<file path="config.mk">
export PLATFORM = sky130hd
export DESIGN_NAME = rdout_pass_gen
export DESIGN_NICKNAME = d
export VERILOG_FILES = /design/src/rtl/rpg_pkg.sv /design/src/rtl/rpg_idle_detect.sv /design/src/rtl/rpg_window_seq.sv /design/src/rtl/rpg_hold_reg.sv /design/src/rtl/rdout_pass_gen.sv
export SDC_FILE = /design/constraint.sdc
export NUM_CORES = 1
export LEC_CHECK = 0
export CORE_MARGIN = 2
export CORE_UTILIZATION = 39
export CTS_BUF_LIST = sky130_fd_sc_hd__clkbuf_4 sky130_fd_sc_hd__clkbuf_8 sky130_fd_sc_hd__clkbuf_16
export DETAILED_ROUTE_END_ITERATION = 8
export GPL_TIMING_DRIVEN = 0
export PLACE_DENSITY = 0.88
export SLEW_MARGIN = 20
export SYNTH_ARGS = -nofsm -noshare
export SYNTH_HDL_FRONTEND = slang
export SYNTH_HIERARCHICAL = 1
export SYNTH_SLANG_ARGS = --single-unit
export TNS_END_PERCENT = 20
</file>
<file path="constraint.sdc">
create_clock -name clk -period 3.8 [get_ports clk]
set_input_delay 0.95 -clock clk [delete_from_list [all_inputs] [get_ports clk]]
set_output_delay 0.95 -clock clk [all_outputs]
set_load 0.02 [all_outputs]
</file>
<file path="src/rtl/rpg_pkg.sv">
package rpg_pkg;
   // index of the check at which data is captured (middle of an odd window)
   function automatic int unsigned capture_index(input int unsigned n_checks);
      return (n_checks + 1) / 2;
   endfunction
endpackage

</file>
<file path="src/rtl/rpg_idle_detect.sv">
module rpg_idle_detect #(
   parameter int unsigned NUM_MARK   = 3,
   parameter bit          ACTIVE_LOW = 1'b0
) (
   input  logic [NUM_MARK-1:0] marker_i,
   output logic                idle_o
);
   generate
      if (ACTIVE_LOW) begin : g_act_low
         assign idle_o = &marker_i;
      end else begin : g_act_high
         assign idle_o = ~|marker_i;
      end
   endgenerate
endmodule

</file>
<file path="src/rtl/rpg_window_seq.sv">
module rpg_window_seq
   import rpg_pkg::*;
#(
   parameter int unsigned N_CHECKS = 3
) (
   input  logic clk,
   input  logic rst_n,
   input  logic req_i,
   input  logic enable_i,
   input  logic idle_i,
   output logic cap_hit_o,
   output logic cap_stb_o,
   output logic pass_o
);
   localparam int unsigned CNT_W = $clog2(N_CHECKS + 1);
   localparam int unsigned MID   = capture_index(N_CHECKS);
   localparam logic [CNT_W-1:0] CNT_FULL = CNT_W'(N_CHECKS);
   localparam logic [CNT_W-1:0] CNT_MID  = CNT_W'(MID);

   logic [CNT_W-1:0] cnt_q, cnt_nxt;
   logic             pass_q, stb_q;

   always_comb begin
      if (!enable_i)                cnt_nxt = '0;
      else if (cnt_q == CNT_FULL)   cnt_nxt = cnt_q;
      else if (!idle_i)             cnt_nxt = '0;
      else                          cnt_nxt = cnt_q + 1'b1;
   end

   assign cap_hit_o = (cnt_nxt == CNT_MID) && (cnt_q != CNT_MID);

   always_ff @(negedge clk or negedge rst_n) begin
      if (!rst_n) begin
         cnt_q  <= '0;
         pass_q <= 1'b0;
         stb_q  <= 1'b0;
      end else begin
         cnt_q  <= cnt_nxt;
         stb_q  <= cap_hit_o;
         if (!req_i)                     pass_q <= 1'b0;
         else if (cnt_nxt == CNT_FULL)   pass_q <= 1'b1;
      end
   end

   assign cap_stb_o = stb_q;
   assign pass_o    = pass_q;
endmodule

</file>
<file path="src/rtl/rpg_hold_reg.sv">
module rpg_hold_reg #(
   parameter int unsigned DATA_W = 16
) (
   input  logic              clk,
   input  logic              rst_n,
   input  logic              load_i,
   input  logic [DATA_W-1:0] d_i,
   output logic [DATA_W-1:0] q_o
);
   always_ff @(negedge clk or negedge rst_n) begin
      if (!rst_n)      q_o <= '0;
      else if (load_i) q_o <= d_i;
   end
endmodule

</file>
<file path="src/rtl/rdout_pass_gen.sv">
module rdout_pass_gen #(
   parameter int unsigned NUM_MARK   = 3,
   parameter int unsigned DATA_W     = 16,
   parameter int unsigned N_CHECKS   = 3,
   parameter bit          ACTIVE_LOW = 1'b0
) (
   input  logic                clk,
   input  logic                rst_n,
   input  logic                req_i,
   input  logic                setup_i,
   input  logic                readout_space_i,
   input  logic [NUM_MARK-1:0] marker_i,
   input  logic [DATA_W-1:0]   ram_rdata_i,
   output logic                pass_o,
   output logic                cap_stb_o,
   output logic [DATA_W-1:0]   hold_o
);
   generate
      if (N_CHECKS < 3 || (N_CHECKS % 2) == 0) begin : g_bad_checks
         $error("N_CHECKS must be odd and at least 3");
      end
      if (NUM_MARK < 1 || DATA_W < 1) begin : g_bad_width
         $error("NUM_MARK and DATA_W must be at least 1");
      end
   endgenerate

   logic idle, enable, cap_hit, pass_q;

   assign enable = setup_i & readout_space_i;

   rpg_idle_detect #(.NUM_MARK(NUM_MARK), .ACTIVE_LOW(ACTIVE_LOW)) u_idle (
      .marker_i (marker_i),
      .idle_o   (idle)
   );

   rpg_window_seq #(.N_CHECKS(N_CHECKS)) u_seq (
      .clk       (clk),
      .rst_n     (rst_n),
      .req_i     (req_i),
      .enable_i  (enable),
      .idle_i    (idle),
      .cap_hit_o (cap_hit),
      .cap_stb_o (cap_stb_o),
      .pass_o    (pass_q)
   );

   rpg_hold_reg #(.DATA_W(DATA_W)) u_hold (
      .clk    (clk),
      .rst_n  (rst_n),
      .load_i (cap_hit),
      .d_i    (ram_rdata_i),
      .q_o    (hold_o)
   );

   assign pass_o = pass_q | ~readout_space_i;
endmodule

</file>
## Yosys cells after proc, flatten, opt, wreduce, memory -nomap -nowiden

Index checks and enable logic that the tools add are counted.

| word-level totals | value |
|---|---|
| register bits | 20 |
| bits of input ports | 24 |
| output and inout port bits | 18 |
| word-level logic and storage cells | 20 |

| cells by class | value |
|---|---|
| $add $sub $neg | 1 |
| equal/unequal tests | 5 |
| muxes and demuxes | 5 |
| bitwise operators | 3 |
| reductions and logical operators | 2 |

Operators with widths:

| kind | count |
|---|---|
| $eq A2 B2 Y1 const B | 3 |
| $mux W2 | 3 |
| $reduce_or A3 Y1 | 1 |
| $add A2 B1 Y2 const B | 1 |
| $mux W1 | 2 |
| $ne A2 B1 Y1 const B | 1 |
| $ne A2 B2 Y1 const B | 1 |
| $and A1 B1 Y1 | 1 |
| $logic_and A1 B1 Y1 | 1 |
| $not A1 Y1 | 1 |
| $or A1 B1 Y1 | 1 |

## Depth between registers and ports, before layout

Gate-level depths: netlist of run 1.

| depth | value |
|---|---|
| depth after elaboration | 7 |
| depth in mapped cells | 8 |
| gate-level depth less buffers | 6 |

## Modules after synthesis

The synthesis of run 1 kept the hierarchy.

Modules (own cells, without submodules):

| module | instances | cells each | area an instance (µm²) | seq. area each (µm²) |
|---|---|---|---|---|
| rpg_hold_reg | 1 | 34 | 649.4 | 400.4 |
| rpg_window_seq | 1 | 15 | 205.2 | 100.1 |
| rdout_pass_gen | 1 | 2 | 12.5 | 0.0 |
| rpg_idle_detect | 1 | 1 | 10.0 | 0.0 |

==> key figures, run 1 <==
Clock tree
  – H-tree lvl count: 1
  – Number of hold-repair buffers added at the cts stage: 0
  – Post-CTS clock slew at the launch and capture registers of the worst setup and hold paths: 0.08 ns
  – Maximum root-to-sink buffer count: 2
  – CTS tree: yes
  – Clk_lat worst skew: 0.29 ns
  – Number of buffers created by CTS: 3
  – CTS Root Buffer Type: clkbuf_4
  – Sinks on Clock Net: 20

Worst setup path
  – Worst R2R End: u_hold/q_o[11]$_DFFE_NN0P_
  – Highest cell delay on the worst timing path: 0.30 ns
  – Worst reg2reg startpoint: u_seq/cnt_q[0]$_DFF_NN0_
  – Worst R2R Path Depth: 9
  – Required arrival time at the worst endpoint: 2.04 ns
  – Biggest fanout along the worst timing path: 5
  – Data arrival time of the critical path: 2.52 ns
  – Category of cells accounting for the largest share of critical-path delay: simple AND/OR/NAND/NOR gates
  – Buffering stage count on the worst path with inverters included: 4
  – Critical Path Source Type: input port
  – Levels on crit path: 9
  – Minimum setup slack among reg-to-reg paths: 1.53 ns
  – Crit-path cells: buf_6 > nor3_4 > nor3b_4 > a21oi_2 > nor4b_4 > buf_6 > buf_12 > buf_12 > mux2_4
  – Capturing element type of the critical path: register
  – Worst-path cell with the longest stage delay: mux2_4
  – Critical setup path kind: input port to register

Yosys
  – Post-synthesis cell count: 52
  – Most common cell in the netlist: dfrtn_1
  – Commonest register cell after synthesis: dfrtn_1
  – Post-Synthesis Cell Area: 877 sq um
  – Register bit total from synthesis: 20
  – Synth Area per Inst: 16.9 sq um
  – Synth area leader: dfrtn_1
  – Leading cell types by count after synthesis: dfrtn_1 (20), mux2_4 (10), mux2_2 (6), ha_1 (2)
  – Number of nets in the synthesized netlist: 78
  – Count of different cell masters after synthesis: 18
  – Cells taking the most area after synthesis: dfrtn_1 (57%), mux2_4 (17%), mux2_2 (7.7%)
  – Warnings from Yosys: 6
  – Post-synthesis async set-or-reset flop share: 1.00
  – Sequential cell area fraction in the yosys report: 0.571
  – Area share of the largest cell type after synthesis: 0.571
  – Number of enable-type register cells in the synthesized netlist: 0

Floorplan
  – Starting density of the core: 0.404
  – Count of boundary I/O pins: 42
  – Y dimension of the die: 51.4 um
  – Floorplan row count: 17
  – Chip Width: 51.4 um
  – Core region area: 2170 sq um
  – Area of the die: 2640 sq um

Power and ir drop
  – Leakage dissipation: 0.737 nW
  – Maximum vdd ir drop: 0.257 mV
  – Pwr per Cell Area: 313 nW/um^2

Timing
  – Max-slew violation count: 0
  – Setup-violating endpoint count in the final report: 17
  – Transition time of the tightest slew-check pin: 0.860 ns
  – Total count of hold-check failures in the final report: 0
  – Worst Skew: 0.00162 ns
  – Relative slew slack: 0.425
  – Setup repair after global routing missed its margin: yes
  – Setup WS post-layout: -0.478 ns

Final layout
  – Finished Cell Area: 1450 sq um
  – Layout overhead on the synthesized area: 65.1%
  – Fillers: 165
  – Share of post-route cells with drive strength above 1: 0.543
  – Post-layout nets: 132
  – Finished Core Util: 0.667
  – Number of diodes: 0
  – Non-Filler Instances: 133

Min path
  – Min-Delay Endpoint: u_hold/q_o[8]$_DFFE_NN0P_
  – Worst hold stages: 1
  – Start point of the worst hold path: u_hold/q_o[8]$_DFFE_NN0P_
  – Class of the most critical hold timing path: register to register

Routing
  – DR WL/cell: 15.1 um
  – Final routed DRC violation total: 0
  – Drt first-iter violations: 0
  – Detailed-route wire length: 2000 um
  – Post-DRT Antenna Nets: 0
  – Via count: 632
  – Total iterations of the first detailed-routing run: 1
  – Via-per-instance ratio: 4.75

Placed design
  – DP Area: 1330 sq um
  – Number of port buffers: 41
  – Half-perimeter wire length of the detailed placement result: 1370 um
  – Inst Count DP: 121
  – Routability-driven placement congestion ratio: 0.656
  – Placement-stage worst setup slack: -1.16 ns

Global route
  – Wire length of the first global-routing pass: 3300 um
  – Total congestion overflow: 0
  – Total routing resource utilization after global routing: 0.171
  – Initial antenna violation count: 0
  – Vias in the first global route: 721
  – Pin count of the biggest net entering global routing: 21

Flow run
  – Max-cap violations: 0

Run status
  – Outcome: finished, violations left
  – Violated checks: negative setup slack
what timing repair did:
action / CTS / global route
pin swaps: 3 / 2
buffers inserted: 6 / 1
endpoints found under the setup margin: 35 / 18
resized for setup: 94 / 2
cloned: 1 / 0
cell usage in the layout (no fill, tap or decap), types with 2 or more instances in the layout:
cell type | synthesis | routed
dfrtn_1 | 20 | 20
clkdlybuf4s50_1 | 0 | 18
buf_2 | 0 | 17
mux2_4 | 10 | 14
buf_4 | 0 | 5
buf_12 | 1 | 4
clkbuf_4 | 0 | 3
buf_6 | 1 | 3
dlygate4sd2_1 | 0 | 2
mux2_2 | 6 | 2
ha_1 | 2 | 2
kinds of logic (layout without fill, tap and decap cells):
| logic type | after synthesis | after routing | synth area share |
|---|---|---|---|
| buffers and inverters | 3 | 56 | 0.0399 |
| AOI/OAI and AO/OA | 3 | 3 | 0.0271 |
| adders and majority gates | 2 | 2 | 0.0285 |
| DFF | 20 | 20 | 0.571 |
| and+or+nand+nor | 7 | 7 | 0.0742 |
| muxes | 17 | 17 | 0.260 |
registers in the layout (all words and copies together) (netlist names):
| signal | flops |
|---|---|
| u_hold/q_o | 16 |
| u_seq/cap_stb_o | 1 |
| u_seq/cnt_q | 2 |
| u_seq/pass_o | 1 |
stage by stage:
step / TNS [ns] / power [mW] / hold WS [ns]
after detailed placement: -21.18 / 0.291 / 0.451
after global placement: -19.76 / 0.290 / 0.450
after CTS: -8.10 / 0.460 / 0.454
after global routing: -7.81 / 0.474 / 0.475
final: -7.26 / 0.453 / 0.452
after floorplan: -7.52 / 0.247 / 0.470
worst max-delay path by stage:
stage,start,endpoint
6_report,marker_i[0],u_hold/q_o[11]$_DFFE_NN0P_
3_5_place_dp,marker_i[1],u_hold/q_o[11]$_DFFE_NN0P_
2_1_floorplan,marker_i[1],u_hold/q_o[10]$_DFFE_NN0P_
5_1_grt,marker_i[0],u_hold/q_o[12]$_DFFE_NN0P_
4_1_cts,marker_i[2],u_hold/q_o[11]$_DFFE_NN0P_
3_3_place_gp,marker_i[1],u_hold/q_o[6]$_DFFE_NN0P_
area by class of cell:
type,count,area [sq um],share of cell area
Sequential cell,20,500,0.346
Timing Repair Buffer,49,435,0.301
Multi-Input combinational cell,29,389,0.269
Tap cell,28,35.0,0.0242
Buffer,2,31.3,0.0216
Clock inverter,1,30.0,0.0207
Clock buffer,3,22.5,0.0156
Inverter,1,3.75,0.00259
per-layer routing:
| metal | global-route usage | part of all wire | vias to the layer above |
|---|---|---|---|
| met5 | 0 | 0 | - |
| met4 | 0.0395 | 0 | 0 |
| met3 | 0.0409 | 0.068 | 0 |
| met2 | 0.323 | 0.57 | 23 |
| met1 | 0.192 | 0.37 | 320 |
| li1 | - | - | 289 |
report_power, final:
group | internal (mW) | switching [mW] | total [mW] | leakage (nW)
Combinational | 0.0355 | 0.0237 | 0.0592 | 0.433
Sequential | 0.221 | 0.00331 | 0.224 | 0.277
Clock | 0.106 | 0.0631 | 0.170 | 0.0279
Power figures use the tool's default switching activity.
==> run 2, diff against run 1 <==
Settings changed: REMOVE_ABC_BUFFERS set to 1.
==> run 2 against run 1 <==
- the run still ends with negative setup slack left
- via count is 5.5% lower
- clock power fell by 28%
- hold slack gained 0.0031 ns
- critical path depth decreased by 2
- first-iteration DRC count unchanged
- combinational power grew 1%
- cell count decreased by 2.3%
- global-route usage shrank 0.56 points
- clock skew up 0.00096 ns
- register-to-register slack gained 0.15 ns
- die area unchanged
- total power decreased by 10%
==> key figures, run 2 (synthesis gave the netlist of run 1 again) <==
Run status
  – Outcome: finished, violations left
  – Violated checks: negative setup slack

Global route
  – Total congestion overflow: 0 (unchanged)
  – Vias in the first global route: 665 (-7.8%)
  – Total routing resource utilization after global routing: 0.166 (-0.00561)
  – Wire length of the first global-routing pass: 3130 um (-5.0%)
  – Pin count of the biggest net entering global routing: 21 (unchanged)
  – Initial antenna violation count: 0 (unchanged)

Final layout
  – Reg with most FFs: u_hold/q_o
  – Layout overhead on the synthesized area: 53.9%
  – Commonest cells after routing, fill and taps aside: dfrtn_1 (20), clkdlybuf4s50_1 (18), buf_2 (18)
  – Top flop regs: u_hold/q_o x16, u_seq/cnt_q x2
  – Number of diodes: 0 (unchanged)
  – Number of flip-flops in the largest register: 16 (unchanged)
  – Commonest non-fill, non-tap cell in the layout: dfrtn_1
  – Post-layout nets: 129 (-2.3%)
  – Share of post-route cells with drive strength above 1: 0.529 (-0.0134)
  – Finished Core Util: 0.622 (-0.0450)

Routing
  – Total iterations of the first detailed-routing run: 1 (unchanged)
  – Drt first-iter violations: 0 (unchanged)
  – Via-per-instance ratio: 4.59 (-3.4%)
  – Post-DRT Antenna Nets: 0 (unchanged)
  – Detailed-route wire length: 1840 um (-8.0%)
  – Via count: 597 (-5.5%)
  – DR WL/cell: 14.2 um (-5.9%)
  – Final routed DRC violation total: 0 (unchanged)

Power and ir drop
  – Pwr per Cell Area: 300 nW/um^2 (-4.0%)
  – Leakage dissipation: 0.702 nW (-4.8%)
  – Maximum vdd ir drop: 0.198 mV (-23%)

Clock tree
  – Number of hold-repair buffers added at the cts stage: 0 (unchanged)
  – Number of buffers created by CTS: 3 (unchanged)
  – Maximum root-to-sink buffer count: 2 (unchanged)
  – Sinks on Clock Net: 20 (unchanged)
  – CTS Root Buffer Type: clkbuf_4
  – CTS tree: yes
  – Clk_lat worst skew: 0.29 ns (about the same)
  – H-tree lvl count: 1 (unchanged)
  – Post-CTS clock slew at the launch and capture registers of the worst setup and hold paths: 0.08 ns (about the same)

Worst setup path
  – Worst-path cell with the longest stage delay: nor4b_4
  – Critical Path Source Type: input port
  – Highest cell delay on the worst timing path: 0.32 ns (+0.02 ns)
  – Critical setup path kind: input port to register
  – Capturing element type of the critical path: register
  – Category of cells accounting for the largest share of critical-path delay: simple AND/OR/NAND/NOR gates
  – Most used cell along the critical path: buf_6
  – Required arrival time at the worst endpoint: 2.04 ns (about the same)
  – Data arrival time of the critical path: 2.40 ns (-0.12 ns)
  – Buffering stage count on the worst path with inverters included: 2 (-2)
  – Crit-path cells: buf_6 > nor3_4 > nor3b_4 > a21oi_2 > nor4b_4 > buf_6 > mux2_4
  – Biggest fanout along the worst timing path: 8 (+3)

Placed design
  – Routability-driven placement congestion ratio: 0.642 (-2.1%)
  – Placement-stage worst setup slack: -1.44 ns (-0.285 ns)
  – Half-perimeter wire length of the detailed placement result: 1280 um (-6.6%)
  – Number of port buffers: 41 (unchanged)

Timing
  – Max-slew violation count: 0 (unchanged)
  – Worst Skew: 0.00258 ns (+0.000956 ns)
  – Transition time of the tightest slew-check pin: 0.885 ns (+0.0248 ns)
  – Setup TNS: -5.47 ns (+1.79 ns)
  – Setup WS post-layout: -0.357 ns (+0.121 ns)
  – Setup repair after global routing missed its margin: yes
  – Total count of hold-check failures in the final report: 0 (unchanged)
  – Setup-violating endpoint count in the final report: 17 (unchanged)
  – Relative slew slack: 0.408 (-0.0166)

Flow run
  – Max-cap violations: 0 (unchanged)

Floorplan
  – Floorplan row count: 17 (unchanged)
  – Area of the die: 2640 sq um (unchanged)
  – Chip Width: 51.4 um (unchanged)
  – Y dimension of the die: 51.4 um (unchanged)
  – Count of boundary I/O pins: 42 (unchanged)
  – Starting density of the core: 0.404 (unchanged)
  – Core region area: 2170 sq um (unchanged)

Min path
  – Class of the most critical hold timing path: register to register
-- run 2: cell count changes in the layout (fill, tap and decap cells not counted), sizes merged --
cell / before / now
bufinv: 1 / 0
buf: 30 / 28
-- run 2: layout make-up --
cell class	count	area, sq um
tap	28	35.0
multi-input combinational	29	397
clock buffer	4	36.3
inverter	1	3.75
timing repair buffer	48	378
fill	189	820
sequential	20	500
-- run 2: worst paths after layout --
path                                       startpoint                         end  slack (ns)  cells past startpoint
hold / removal             u_hold/q_o[14]$_DFFE_NN0P_  u_hold/q_o[14]$_DFFE_NN0P_        0.46                      1
max in group asynchronous                       rst_n    u_seq/cnt_q[1]$_DFF_NN0_        0.30                      1
min in group asynchronous                       rst_n   u_hold/q_o[0]$_DFFE_NN0P_        2.93                      1
hold reg to reg            u_hold/q_o[14]$_DFFE_NN0P_  u_hold/q_o[14]$_DFFE_NN0P_        0.46                      1
setup / recovery                          marker_i[2]  u_hold/q_o[10]$_DFFE_NN0P_       -0.36                      7
setup reg to reg             u_seq/cnt_q[0]$_DFF_NN0_  u_hold/q_o[10]$_DFFE_NN0P_        1.68                      7
-- run 2: where the power goes --
part	total, mW	internal [mW]	switching (mW)
clock	0.122	0.0583	0.0633
combinational	0.0598	0.0364	0.0234
sequential	0.224	0.221	0.00340
-- run 2: metrics by stage --
step	instance area, sq um	hold WS [ns]	cells	total power [mW]
after floorplan	846	0.470	50	0.247
after global placement	1290	0.451	119	0.289
after detailed placement	1310	0.456	120	0.291
after CTS	1340	0.457	129	0.409
after global routing	1350	0.466	130	0.423
final	1350	0.455	130	0.406
-- run 2: what timing repair did --
item | 4_1_cts | 5_1_grt
buffers inserted | 4 | 1
resized for setup | 102 | 0
hold endpoints to repair | 0 | 0
pin swaps | 3 | 1
setup endpoints to repair | 35 | 18
cloned | 1 | 0
-- run 2: metal layers --
layer	vias up	global-route usage	wire length, um
met4	0	0.0526	4
met5	-	0	0
met1	283	0.215	775
li1	284	-	-
met3	2	0.0409	126
met2	28	0.271	936
